--- config.mk ---
export PLATFORM = sky130hd
export DESIGN_NAME = bytewise_tally
export DESIGN_NICKNAME = d
export VERILOG_FILES = /design/src/rtl/tally_pkg.sv /design/src/rtl/tally_decode.sv /design/src/rtl/tally_bytes.sv /design/src/rtl/tally_core.sv /design/src/rtl/bytewise_tally.sv
export SDC_FILE = /design/constraint.sdc
export NUM_CORES = 1
export LEC_CHECK = 0
export BUFFER_PORTS_ARGS = -buffer_cell sky130_fd_sc_hd__buf_2
export CAP_MARGIN = 20
export CORE_MARGIN = 3
export CORE_UTILIZATION = 60
export DETAILED_ROUTE_END_ITERATION = 16
export GPL_ROUTABILITY_DRIVEN = 1
export PLACE_DENSITY = 0.87
export SYNTH_ARGS = -nofsm -noshare
export SYNTH_HDL_FRONTEND = slang
export SYNTH_HIERARCHICAL = 1
export SYNTH_SLANG_ARGS = --single-unit
--- constraint.sdc ---
create_clock -name clk -period 6.1 [get_ports clk]
set_input_delay 1.83 -clock clk [delete_from_list [all_inputs] [get_ports clk]]
set_output_delay 1.83 -clock clk [all_outputs]
set_load 0.01 [all_outputs]
--- src/rtl/tally_pkg.sv ---
package tally_pkg;
  localparam int BYTE_W = 8;

  typedef enum logic [1:0] {
    CM_NORMAL  = 2'd0,
    CM_RANGE   = 2'd1,
    CM_NORECYC = 2'd2,
    CM_MODN    = 2'd3
  } cmode_e;

  typedef struct packed {
    logic host_busy;
    logic bp_rst;
    logic cnt_clr;
    logic flg_clr;
    logic err_clr;
    logic ld_cnt;
    logic ld_latch;
    logic ld_psc;
    logic wr_mode;
    logic wr_io;
    logic wr_idx;
  } cmd_t;
endpackage

--- src/rtl/tally_decode.sv ---
module tally_decode
  import tally_pkg::*;
(
  input  logic              ctl_wr,
  input  logic [BYTE_W-1:0] wbyte,
  output cmd_t              cmd
);
  logic [2:0] target;
  logic       is_rld;

  assign target = wbyte[7:5];
  assign is_rld = ctl_wr && (target == 3'd0);

  always_comb begin
    cmd           = '0;
    cmd.host_busy = ctl_wr;
    cmd.bp_rst    = is_rld && wbyte[0];
    cmd.cnt_clr   = is_rld && (wbyte[2:1] == 2'b01);
    cmd.flg_clr   = is_rld && (wbyte[2:1] == 2'b10);
    cmd.err_clr   = is_rld && (wbyte[2:1] == 2'b11);
    cmd.ld_cnt    = is_rld && (wbyte[4:3] == 2'b01);
    cmd.ld_latch  = is_rld && (wbyte[4:3] == 2'b10);
    cmd.ld_psc    = is_rld && (wbyte[4:3] == 2'b11);
    cmd.wr_mode   = ctl_wr && (target == 3'd1);
    cmd.wr_io     = ctl_wr && (target == 3'd2);
    cmd.wr_idx    = ctl_wr && (target == 3'd3);
  end
endmodule

--- src/rtl/tally_bytes.sv ---
module tally_bytes
  import tally_pkg::*;
#(
  parameter int NBYTES = 3,
  parameter int CW     = NBYTES * BYTE_W,
  parameter int PW     = (NBYTES > 1) ? $clog2(NBYTES) : 1
) (
  input  logic              clk,
  input  logic              rst_n,
  input  logic              data_wr,
  input  logic              data_rd,
  input  logic              bp_rst,
  input  logic              ld_latch,
  input  logic [BYTE_W-1:0] wbyte,
  input  logic [CW-1:0]     count_q,
  output logic [CW-1:0]     preset_q,
  output logic [PW-1:0]     bp_q,
  output logic [BYTE_W-1:0] rd_byte
);
  localparam logic [PW-1:0] LAST = PW'(NBYTES - 1);

  logic [CW-1:0] latch_q;

  // pointer: reset by command, stepped by any data access, wraps after the top byte
  always_ff @(posedge clk or negedge rst_n) begin
    if (!rst_n)                bp_q <= '0;
    else if (bp_rst)           bp_q <= '0;
    else if (data_wr || data_rd)
      bp_q <= (bp_q == LAST) ? '0 : bp_q + 1'b1;
  end

  always_ff @(posedge clk or negedge rst_n) begin
    if (!rst_n) preset_q <= '0;
    else begin
      for (int i = 0; i < NBYTES; i++)
        if (data_wr && bp_q == PW'(i)) preset_q[i*BYTE_W +: BYTE_W] <= wbyte;
    end
  end

  always_ff @(posedge clk or negedge rst_n) begin
    if (!rst_n)        latch_q <= '0;
    else if (ld_latch) latch_q <= count_q;
  end

  always_comb begin
    rd_byte = '0;
    for (int i = 0; i < NBYTES; i++)
      if (bp_q == PW'(i)) rd_byte = latch_q[i*BYTE_W +: BYTE_W];
  end
endmodule

--- src/rtl/tally_core.sv ---
module tally_core
  import tally_pkg::*;
#(
  parameter int CW = 24
) (
  input  logic              clk,
  input  logic              rst_n,
  input  logic              host_busy,
  input  logic              cnt_clr,
  input  logic              flg_clr,
  input  logic              err_clr,
  input  logic              ld_cnt,
  input  logic              ld_psc,
  input  logic              wr_mode,
  input  logic              wr_io,
  input  logic              wr_idx,
  input  logic [2:0]        cfg,
  input  logic [CW-1:0]     preset_q,
  input  logic              cnt_up,
  input  logic              cnt_dn,
  input  logic              idx_in,
  input  logic              noise_hit,
  output logic [CW-1:0]     count_q,
  output logic              borrow_q,
  output logic              carry_q,
  output logic              err_q,
  output logic              updir_q,
  output logic              halt_q,
  output cmode_e            mode_q,
  output logic [BYTE_W-1:0] psc_q,
  output logic              idx_ld,
  output logic              step_up,
  output logic              step_dn,
  output logic              ev_ovf,
  output logic              ev_unf
);
  localparam logic [CW-1:0] TOP = {CW{1'b1}};

  logic ab_q, pre_n_q, sync_q, pol_q, idx_prev_q;
  logic idx_edge;
  logic [CW:0] up_res, dn_res;

  // {wrap, next value} for an up step
  function automatic logic [CW:0] next_up(input logic [CW-1:0] c,
                                          input logic [CW-1:0] ceil,
                                          input cmode_e m);
    case (m)
      CM_RANGE: next_up = (c >= ceil) ? {1'b0, c} : {1'b0, c + 1'b1};
      CM_MODN:  next_up = (c >= ceil) ? {1'b1, {CW{1'b0}}} : {1'b0, c + 1'b1};
      default:  next_up = (c == TOP)  ? {1'b1, {CW{1'b0}}} : {1'b0, c + 1'b1};
    endcase
  endfunction

  // {wrap, next value} for a down step
  function automatic logic [CW:0] next_dn(input logic [CW-1:0] c,
                                          input logic [CW-1:0] ceil,
                                          input cmode_e m);
    case (m)
      CM_RANGE: next_dn = (c == '0) ? {1'b0, c}    : {1'b0, c - 1'b1};
      CM_MODN:  next_dn = (c == '0) ? {1'b1, ceil} : {1'b0, c - 1'b1};
      default:  next_dn = (c == '0) ? {1'b1, TOP}  : {1'b0, c - 1'b1};
    endcase
  endfunction

  assign up_res   = next_up(count_q, preset_q, mode_q);
  assign dn_res   = next_dn(count_q, preset_q, mode_q);
  assign idx_edge = pol_q ? (idx_in & ~idx_prev_q) : (~idx_in & idx_prev_q);
  assign idx_ld   = idx_edge & ab_q & ~pre_n_q & ~host_busy
                  & (~sync_q | (cnt_up ^ cnt_dn));
  assign step_up  = ab_q & cnt_up & ~cnt_dn & ~host_busy & ~idx_ld & ~halt_q;
  assign step_dn  = ab_q & cnt_dn & ~cnt_up & ~host_busy & ~idx_ld & ~halt_q;
  assign ev_ovf   = step_up & up_res[CW];
  assign ev_unf   = step_dn & dn_res[CW];

  always_ff @(posedge clk or negedge rst_n) begin
    if (!rst_n) begin
      count_q  <= '0;
      borrow_q <= 1'b0;
      carry_q  <= 1'b0;
      halt_q   <= 1'b0;
      updir_q  <= 1'b0;
    end else begin
      if (cnt_clr || ld_cnt) begin
        count_q <= ld_cnt ? preset_q : '0;
        halt_q  <= 1'b0;
      end else if (idx_ld) begin
        count_q <= preset_q;
        halt_q  <= 1'b0;
      end else if (step_up) begin
        count_q <= up_res[CW-1:0];
        updir_q <= 1'b1;
        if (ev_ovf) begin
          carry_q <= ~carry_q;
          if (mode_q == CM_NORECYC) halt_q <= 1'b1;
        end
      end else if (step_dn) begin
        count_q <= dn_res[CW-1:0];
        updir_q <= 1'b0;
        if (ev_unf) begin
          borrow_q <= ~borrow_q;
          if (mode_q == CM_NORECYC) halt_q <= 1'b1;
        end
      end
      if (flg_clr) begin
        borrow_q <= 1'b0;
        carry_q  <= 1'b0;
      end
    end
  end

  always_ff @(posedge clk or negedge rst_n) begin
    if (!rst_n)         err_q <= 1'b0;
    else if (noise_hit) err_q <= 1'b1;
    else if (err_clr)   err_q <= 1'b0;
  end

  always_ff @(posedge clk or negedge rst_n) begin
    if (!rst_n) begin
      mode_q     <= CM_NORMAL;
      ab_q       <= 1'b0;
      pre_n_q    <= 1'b0;
      sync_q     <= 1'b0;
      pol_q      <= 1'b0;
      idx_prev_q <= 1'b0;
      psc_q      <= '0;
    end else begin
      idx_prev_q <= idx_in;
      if (wr_mode) mode_q <= cmode_e'(cfg[2:1]);
      if (wr_io) begin
        ab_q    <= cfg[0];
        pre_n_q <= cfg[1];
      end
      if (wr_idx) begin
        sync_q <= cfg[0];
        pol_q  <= cfg[1];
      end
      if (ld_psc) psc_q <= preset_q[BYTE_W-1:0];
    end
  end
endmodule

--- src/rtl/bytewise_tally.sv ---
module bytewise_tally
  import tally_pkg::*;
#(
  parameter int NBYTES = 3
) (
  input  logic              clk,
  input  logic              rst_n,
  input  logic              host_wr,
  input  logic              host_rd,
  input  logic              host_ctl,
  input  logic [BYTE_W-1:0] host_wdata,
  output logic [BYTE_W-1:0] host_rdata,
  input  logic              cnt_up,
  input  logic              cnt_dn,
  input  logic              idx_in,
  input  logic              noise_hit,
  output logic [BYTE_W-1:0] flt_div
);
  localparam int CW = NBYTES * BYTE_W;
  localparam int PW = (NBYTES > 1) ? $clog2(NBYTES) : 1;

  logic              ctl_wr, data_wr, data_rd;
  cmd_t              cmd;
  logic [CW-1:0]     count_q, preset_q;
  logic [PW-1:0]     bp_q;
  logic [BYTE_W-1:0] rd_byte, status;
  logic              borrow_q, carry_q, err_q, updir_q, halt_q;
  cmode_e            mode_q;
  logic              idx_ld, step_up, step_dn, ev_ovf, ev_unf;

  assign ctl_wr  = host_wr & host_ctl;
  assign data_wr = host_wr & ~host_ctl;
  assign data_rd = host_rd & ~host_ctl;

  tally_decode u_dec (
    .ctl_wr (ctl_wr),
    .wbyte  (host_wdata),
    .cmd    (cmd)
  );

  tally_bytes #(.NBYTES(NBYTES), .CW(CW), .PW(PW)) u_bytes (
    .clk      (clk),
    .rst_n    (rst_n),
    .data_wr  (data_wr),
    .data_rd  (data_rd),
    .bp_rst   (cmd.bp_rst),
    .ld_latch (cmd.ld_latch),
    .wbyte    (host_wdata),
    .count_q  (count_q),
    .preset_q (preset_q),
    .bp_q     (bp_q),
    .rd_byte  (rd_byte)
  );

  tally_core #(.CW(CW)) u_core (
    .clk       (clk),
    .rst_n     (rst_n),
    .host_busy (cmd.host_busy),
    .cnt_clr   (cmd.cnt_clr),
    .flg_clr   (cmd.flg_clr),
    .err_clr   (cmd.err_clr),
    .ld_cnt    (cmd.ld_cnt),
    .ld_psc    (cmd.ld_psc),
    .wr_mode   (cmd.wr_mode),
    .wr_io     (cmd.wr_io),
    .wr_idx    (cmd.wr_idx),
    .cfg       (host_wdata[2:0]),
    .preset_q  (preset_q),
    .cnt_up    (cnt_up),
    .cnt_dn    (cnt_dn),
    .idx_in    (idx_in),
    .noise_hit (noise_hit),
    .count_q   (count_q),
    .borrow_q  (borrow_q),
    .carry_q   (carry_q),
    .err_q     (err_q),
    .updir_q   (updir_q),
    .halt_q    (halt_q),
    .mode_q    (mode_q),
    .psc_q     (flt_div),
    .idx_ld    (idx_ld),
    .step_up   (step_up),
    .step_dn   (step_dn),
    .ev_ovf    (ev_ovf),
    .ev_unf    (ev_unf)
  );

  assign status     = {2'b00, updir_q, err_q, 2'b00, carry_q, borrow_q};
  assign host_rdata = host_ctl ? status : rd_byte;
endmodule

==> metrics.log, run 1 <==
INFO  metric cell_chain_critical_path = buf_2 > mux2_2 > buf_2
INFO  metric p_leak = 2.953 nW
INFO  metric m1WireLength = 7784 µm
INFO  metric path_max_fanout = 11
INFO  metric dieArea = 11880 µm²
INFO  metric synth_fp_nets = 729
INFO  metric clk_transition_reported_paths = 0.11 ns
INFO  metric syn-mean-instance-area = 9.288 µm²
INFO  metric cts.repair.resized = 0
INFO  metric total_power = 0.002862 W
INFO  metric clock_skew = 0.01646 ns
INFO  metric cts_made_buffers = 9
INFO  metric grt_pass1_wl = 31080 µm
INFO  metric placement.io_buffers = 32
INFO  metric insertedDiodeCount = 0
INFO  metric chipHeight = 109.0 µm
INFO  metric setup_repair_after_global_routing_missed_its_margin = no
INFO  metric preCtsSetupSlack = 1.530 ns
INFO  metric timing.final.crit_share = 72.65%
INFO  metric tightest_slew = 1.012 ns
INFO  metric worst-setup-path-type = in2out
INFO  metric critical_path.startpoint_type = primary input
INFO  metric r2r-end = u_core/count_q[11]$_DFFE_PN0P_
INFO  metric fmax = 225.6 MHz
INFO  metric ios = 33
INFO  metric cp-endpoint = host_rdata[5]
INFO  metric min_from = u_core/psc_q[2]$_DFFE_PN0P_
INFO  metric critPathTopFamily = buffers and inverters
INFO  metric global_route.usage.total = 34.41%
INFO  metric tightest_hold_check_type = reg2reg
INFO  metric max-vdd-ir-drop = 0.0002633 V
INFO  metric die_w = 109.0 µm
INFO  metric r2r_startpoint = u_core/count_q[21]$_DFFE_PN0P_
INFO  metric post_dp_hpwl = 14260 µm
INFO  metric critical_path_buf_inv_count = 2
INFO  metric final.min_clock_period = 4.432 ns
INFO  metric drt_pre_antenna_iters = 7
INFO  metric synth_instances = 685
INFO  metric critical_path_arrival = 2.60 ns
INFO  metric start_point_of_the_critical_path = host_ctl
INFO  metric crit_path_frequent_cell = sky130_fd_sc_hd__buf_2
INFO  metric worst_skew_pair.late_latency = 0.37 ns
INFO  metric detail_route.wirelength = 19860 µm
INFO  metric finalWorstSetupSlack = 1.668 ns
INFO  metric number_of_maximum_capacitance_constraint_violations = 0
INFO  metric wl_per_cell = 23.82 µm
INFO  metric gp_congestion = 1.009
INFO  metric worst-r2r-setup-slack = 2.29 ns
INFO  metric grt_max_degree = 55
INFO  metric power_density = 422.2 nW/µm²
INFO  metric final_max_slew_viol_count = 0
INFO  metric cts_htree_levels = 3
INFO  metric grt_antenna_before_repair = 0
INFO  metric whs_path_depth = 1
INFO  metric end_kind = output port
INFO  metric rows = 36
INFO  metric postCtsSetupBuffers = 0
INFO  metric number_of_global_route_vias_before_repair = 5724
INFO  metric route.detailed.vias_per_inst = 7.086
INFO  metric floorplan.initialDensity = 63.34%
INFO  metric tritoncts_num_sinks = 94
INFO  metric nNetsFinal = 740
INFO  metric cp_slowest_stage_delay = 0.37 ns
INFO  metric final_layout_size_suffix_gt1_share = 21.40%
INFO  metric synthesis.area = 6362 µm²
INFO  metric yosys_warnings = 6
INFO  metric cts_tree = done
INFO  metric crit_path_top_delay_cell = sky130_fd_sc_hd__mux2_2
INFO  metric ctsRootBufferMaster = sky130_fd_sc_hd__clkbuf_8
INFO  metric timing.critical_path.depth = 3
INFO  metric dr_total_vias = 5910
INFO  metric top_layer = met4
INFO  metric detailroute.wirelength.met2 = 9125 µm
INFO  metric hold_viol_final = 0
INFO  metric core-area = 10040 µm²
INFO  metric ant_nets = 0
INFO  metric timing.max_slew.rel_slack = 32.10%
INFO  metric globalRouteOverflowTotal = 0
INFO  metric run_status = complete, no violations
INFO  metric synthToLayoutAreaGrowth = 6.529%
INFO  metric cts-root-to-sink-buffers = 2
INFO  metric worst-r2r-cell-count = 10
INFO  metric cp_data_required_time = 4.27 ns
INFO  metric drcViolationCount = 0
INFO  metric met3RoutedLength = 2144 µm
INFO  metric cts_hold_buffers = 0
INFO  metric timing.setup.tns = 0 ns
INFO  metric drt_first_iter_violations = 924
INFO  metric setup_viol = 0
through the flow:
stage / instance area (µm²) / util, % / instances / hold slack [ns]
floorplan: 6362 / - / 685 / 0.4533
global placement: 6575 / 65.46 / 817 / 0.4841
detailed placement: 6575 / 65.46 / 817 / 0.4822
CTS: 6763 / 67.33 / 833 / 0.5060
global route: 6778 / 67.48 / 834 / 0.5221
finish: 6778 / 67.48 / 834 / 0.5117
per-layer routing:
layer	vias up	GRT usage, %
met5	-	0
li1	2548	-
met1	2837	46.32
met2	442	54.91
met4	0	13.44
met3	83	6.572
layout make-up:
class	instances	area (µm²)
clock buffers	10	137.6
inverters	40	150.1
clock inverters	6	50.05
flip-flops and latches	94	2352
repair buffers	43	252.7
fillers	785	3267
multi-input cells	508	3669
well taps	133	166.4
layout by cell type, fill, tap and decap left out, types with 14 or more instances in the layout:
cell and instances:
sky130_fd_sc_hd__dfrtp_1 94, sky130_fd_sc_hd__mux2_2 62, sky130_fd_sc_hd__nor2_1 51, sky130_fd_sc_hd__nand2_1 49
sky130_fd_sc_hd__inv_1 40, sky130_fd_sc_hd__a21oi_1 35, sky130_fd_sc_hd__buf_2 31, sky130_fd_sc_hd__ha_1 27
sky130_fd_sc_hd__o21ai_0 24, sky130_fd_sc_hd__nand3_1 23, sky130_fd_sc_hd__nor3_1 16, sky130_fd_sc_hd__nand4_1 15
sky130_fd_sc_hd__o21ai_1 14
state kept, by name, summed over array words and instances, names as in the netlist:
signal,count
u_bytes/bp_q,2
u_bytes/latch_q,24
u_bytes/preset_q,24
u_core/ab_q,1
u_core/borrow_q,1
u_core/carry_q,1
u_core/count_q,24
u_core/err_q,1
u_core/halt_q,1
u_core/idx_prev_q,1
u_core/mode_q,2
u_core/pol_q,1
u_core/pre_n_q,1
u_core/psc_q,8
u_core/sync_q,1
u_core/updir_q,1
where the power goes:
group / internal (W) / switching [W] / leakage [nW] / total [W]
Combinational: 0.000551 / 0.000609 / 1.67 / 0.00116
Clock: 0.000166 / 0.000246 / 0.0956 / 0.000412
Sequential: 0.000833 / 0.000456 / 1.19 / 0.00129
Total: 0.00155 / 0.00131 / 2.95 / 0.00286
how the worst min path moves through the flow:
stage                                  endpoint  slack, ns
floorplan              u_core/err_q$_DFFE_PN0P_       0.45
global placement    u_core/psc_q[3]$_DFFE_PN0P_       0.48
detailed placement     u_core/err_q$_DFFE_PN0P_       0.48
CTS                    u_core/err_q$_DFFE_PN0P_       0.51
global route           u_core/err_q$_DFFE_PN0P_       0.52
finish              u_core/psc_q[2]$_DFFE_PN0P_       0.51
(Power assumes the default switching activity.)
==> run 2, diff against run 1 <==
==> constraint.sdc (replaced) <==
create_clock -name clk -period 4.3 [get_ports clk]
set_input_delay 1.29 -clock clk [delete_from_list [all_inputs] [get_ports clk]]
set_output_delay 1.29 -clock clk [all_outputs]
set_load 0.01 [all_outputs]
==> metrics.log, run 2 (synthesis gave the netlist of run 1 again) <==
INFO  metric hold_viol_final = 0
INFO  metric timing.setup.tns = 0 ns
INFO  metric nNetsFinal = 756
INFO  metric tightest_hold_check_type = reg2reg
INFO  metric setup_repair_after_global_routing_missed_its_margin = no
INFO  metric cts_hold_buffers = 0
INFO  metric floorplan.initialDensity = 63.34%
INFO  metric critical_path_arrival = 4.02 ns
INFO  metric post_dp_hpwl = 14920 µm
INFO  metric chipHeight = 109.0 µm
INFO  metric cp_data_required_time = 4.57 ns
INFO  metric run_status = complete, no violations
INFO  metric cts-root-to-sink-buffers = 2
INFO  metric fmax = 266.3 MHz
INFO  metric timing.max_slew.rel_slack = 28.22%
INFO  metric path_max_fanout = 12
INFO  metric number_of_maximum_capacitance_constraint_violations = 0
INFO  metric power_density = 600.4 nW/µm²
INFO  metric finish.instance_area = 6905 µm²
INFO  metric ctsRootBufferMaster = sky130_fd_sc_hd__clkbuf_8
INFO  metric most-common-layout-cells = 94 x sky130_fd_sc_hd__dfrtp_1, 62 x sky130_fd_sc_hd__mux2_2, 51 x sky130_fd_sc_hd__nor2_1, 49 x sky130_fd_sc_hd__nand2_1, 40 x sky130_fd_sc_hd__inv_1
INFO  metric worst-setup-path-type = in2reg
INFO  metric total_power = 0.004146 W
INFO  metric grt_pass1_wl = 31590 µm
INFO  metric tightest_slew = 1.067 ns
INFO  metric cts_tree = done
INFO  metric clk_transition_reported_paths = 0.10 ns
INFO  metric ant_nets = 0
INFO  metric reg_top3 = u_bytes/latch_q x24, u_bytes/preset_q x24, u_core/count_q x24
INFO  metric mostFrequentLayoutCell = sky130_fd_sc_hd__dfrtp_1
INFO  metric dr_total_vias = 5873
INFO  metric clock_skew = 0.02118 ns
INFO  metric global_route.usage.total = 35.19%
INFO  metric drt_pre_antenna_iters = 7
INFO  metric tritoncts_num_sinks = 94
INFO  metric setup_viol = 0
INFO  metric final.min_clock_period = 3.756 ns
INFO  metric finalNonFillerCells = 850
INFO  metric worst-r2r-cell-count = 10
INFO  metric wl_per_cell = 23.53 µm
INFO  metric postCtsSetupBuffers = 0
INFO  metric cts.repair.resized = 0
INFO  metric route.detailed.vias_per_inst = 6.909
INFO  metric die_w = 109.0 µm
INFO  metric detail_route.wirelength = 20000 µm
INFO  metric core-area = 10040 µm²
INFO  metric drcViolationCount = 0
INFO  metric max-vdd-ir-drop = 0.0003715 V
INFO  metric grt_antenna_before_repair = 0
INFO  metric whs_path_depth = 1
INFO  metric drt_first_iter_violations = 846
INFO  metric globalRouteOverflowTotal = 0
INFO  metric cts_made_buffers = 9
INFO  metric placedInstanceArea = 6715 µm²
INFO  metric placement.io_buffers = 32
INFO  metric timing.final.crit_share = 87.34%
INFO  metric p_leak = 3.039 nW
INFO  metric ios = 33
INFO  metric final_layout_size_suffix_gt1_share = 23.15%
INFO  metric number_of_global_route_vias_before_repair = 5787
INFO  metric synthToLayoutAreaGrowth = 8.535%
INFO  metric cts_htree_levels = 3
INFO  metric final_max_slew_viol_count = 0
INFO  metric gp_congestion = 1.005
INFO  metric grt_max_degree = 55
INFO  metric insertedDiodeCount = 0
INFO  metric worst_skew_pair.late_latency = 0.37 ns
INFO  metric post-place-cells = 834
INFO  metric dieArea = 11880 µm²
INFO  metric critical_path.startpoint_type = primary input
INFO  metric end_kind = flop
INFO  metric rows = 36
-- run 2: final cells by class --
class | count | area (µm²)
Clock buffer | 10 | 137.6
Timing Repair Buffer | 59 | 377.9
Tap cell | 133 | 166.4
Clock inverter | 6 | 52.55
Inverter | 40 | 150.1
Fill cell | 810 | 3139
Sequential cell | 94 | 2352
Multi-Input combinational cell | 508 | 3669
-- run 2: layer usage --
metal / global-route usage, % / vias up / part of all wire (%)
met4: 10.28 / 2 / 3.1
met3: 7.874 / 79 / 11
met1: 48.30 / 2828 / 40
met2: 55.44 / 381 / 45
li1: - / 2583 / -
met5: 5.357 / - / 0.40
-- run 2: critical path, cell delays in order --
cell                      delay, ns
sky130_fd_sc_hd__buf_2         0.14
sky130_fd_sc_hd__and2_2        0.21
sky130_fd_sc_hd__or3b_2        0.45
sky130_fd_sc_hd__a21oi_1       0.16
sky130_fd_sc_hd__or2_2         0.29
sky130_fd_sc_hd__inv_1         0.25
sky130_fd_sc_hd__nor2_1        0.46
sky130_fd_sc_hd__a22o_1        0.21
sky130_fd_sc_hd__mux2i_1       0.09
sky130_fd_sc_hd__a41o_1        0.26
sky130_fd_sc_hd__a31o_1        0.20
-- run 2: report_power, final --
| group | leakage, nW | internal [W] | switching, W |
|---|---|---|---|
| Sequential | 1.19 | 0.00118 | 0.000527 |
| Clock | 0.0971 | 0.000238 | 0.000354 |
| Combinational | 1.75 | 0.000839 | 0.00100 |
-- run 2: through the flow --
step | setup WS (ns) | hold slack [ns] | utilization, %
6_report | 0.5444 | 0.4923 | 68.75
3_3_place_gp | 0.3664 | 0.4751 | 66.85
2_1_floorplan | 0.6390 | 0.4533 | -
3_5_place_dp | 0.2733 | 0.4770 | 66.85
4_1_cts | 0.6586 | 0.4997 | 68.75
5_1_grt | 0.4531 | 0.5295 | 68.75
-- run 2: final timing paths --
path	startpoint	end	slack, ns
worst max-delay path	host_ctl	u_core/count_q[2]$_DFFE_PN0P_	0.54
worst min-delay path	u_core/err_q$_DFFE_PN0P_	u_core/err_q$_DFFE_PN0P_	0.49
worst max register to register	u_core/count_q[2]$_DFFE_PN0P_	u_core/count_q[15]$_DFFE_PN0P_	0.75
worst min register to register	u_core/err_q$_DFFE_PN0P_	u_core/err_q$_DFFE_PN0P_	0.49
max in group asynchronous	rst_n	u_bytes/latch_q[2]$_DFFE_PN0P_	2.55
min in group asynchronous	rst_n	u_core/count_q[19]$_DFFE_PN0P_	0.97
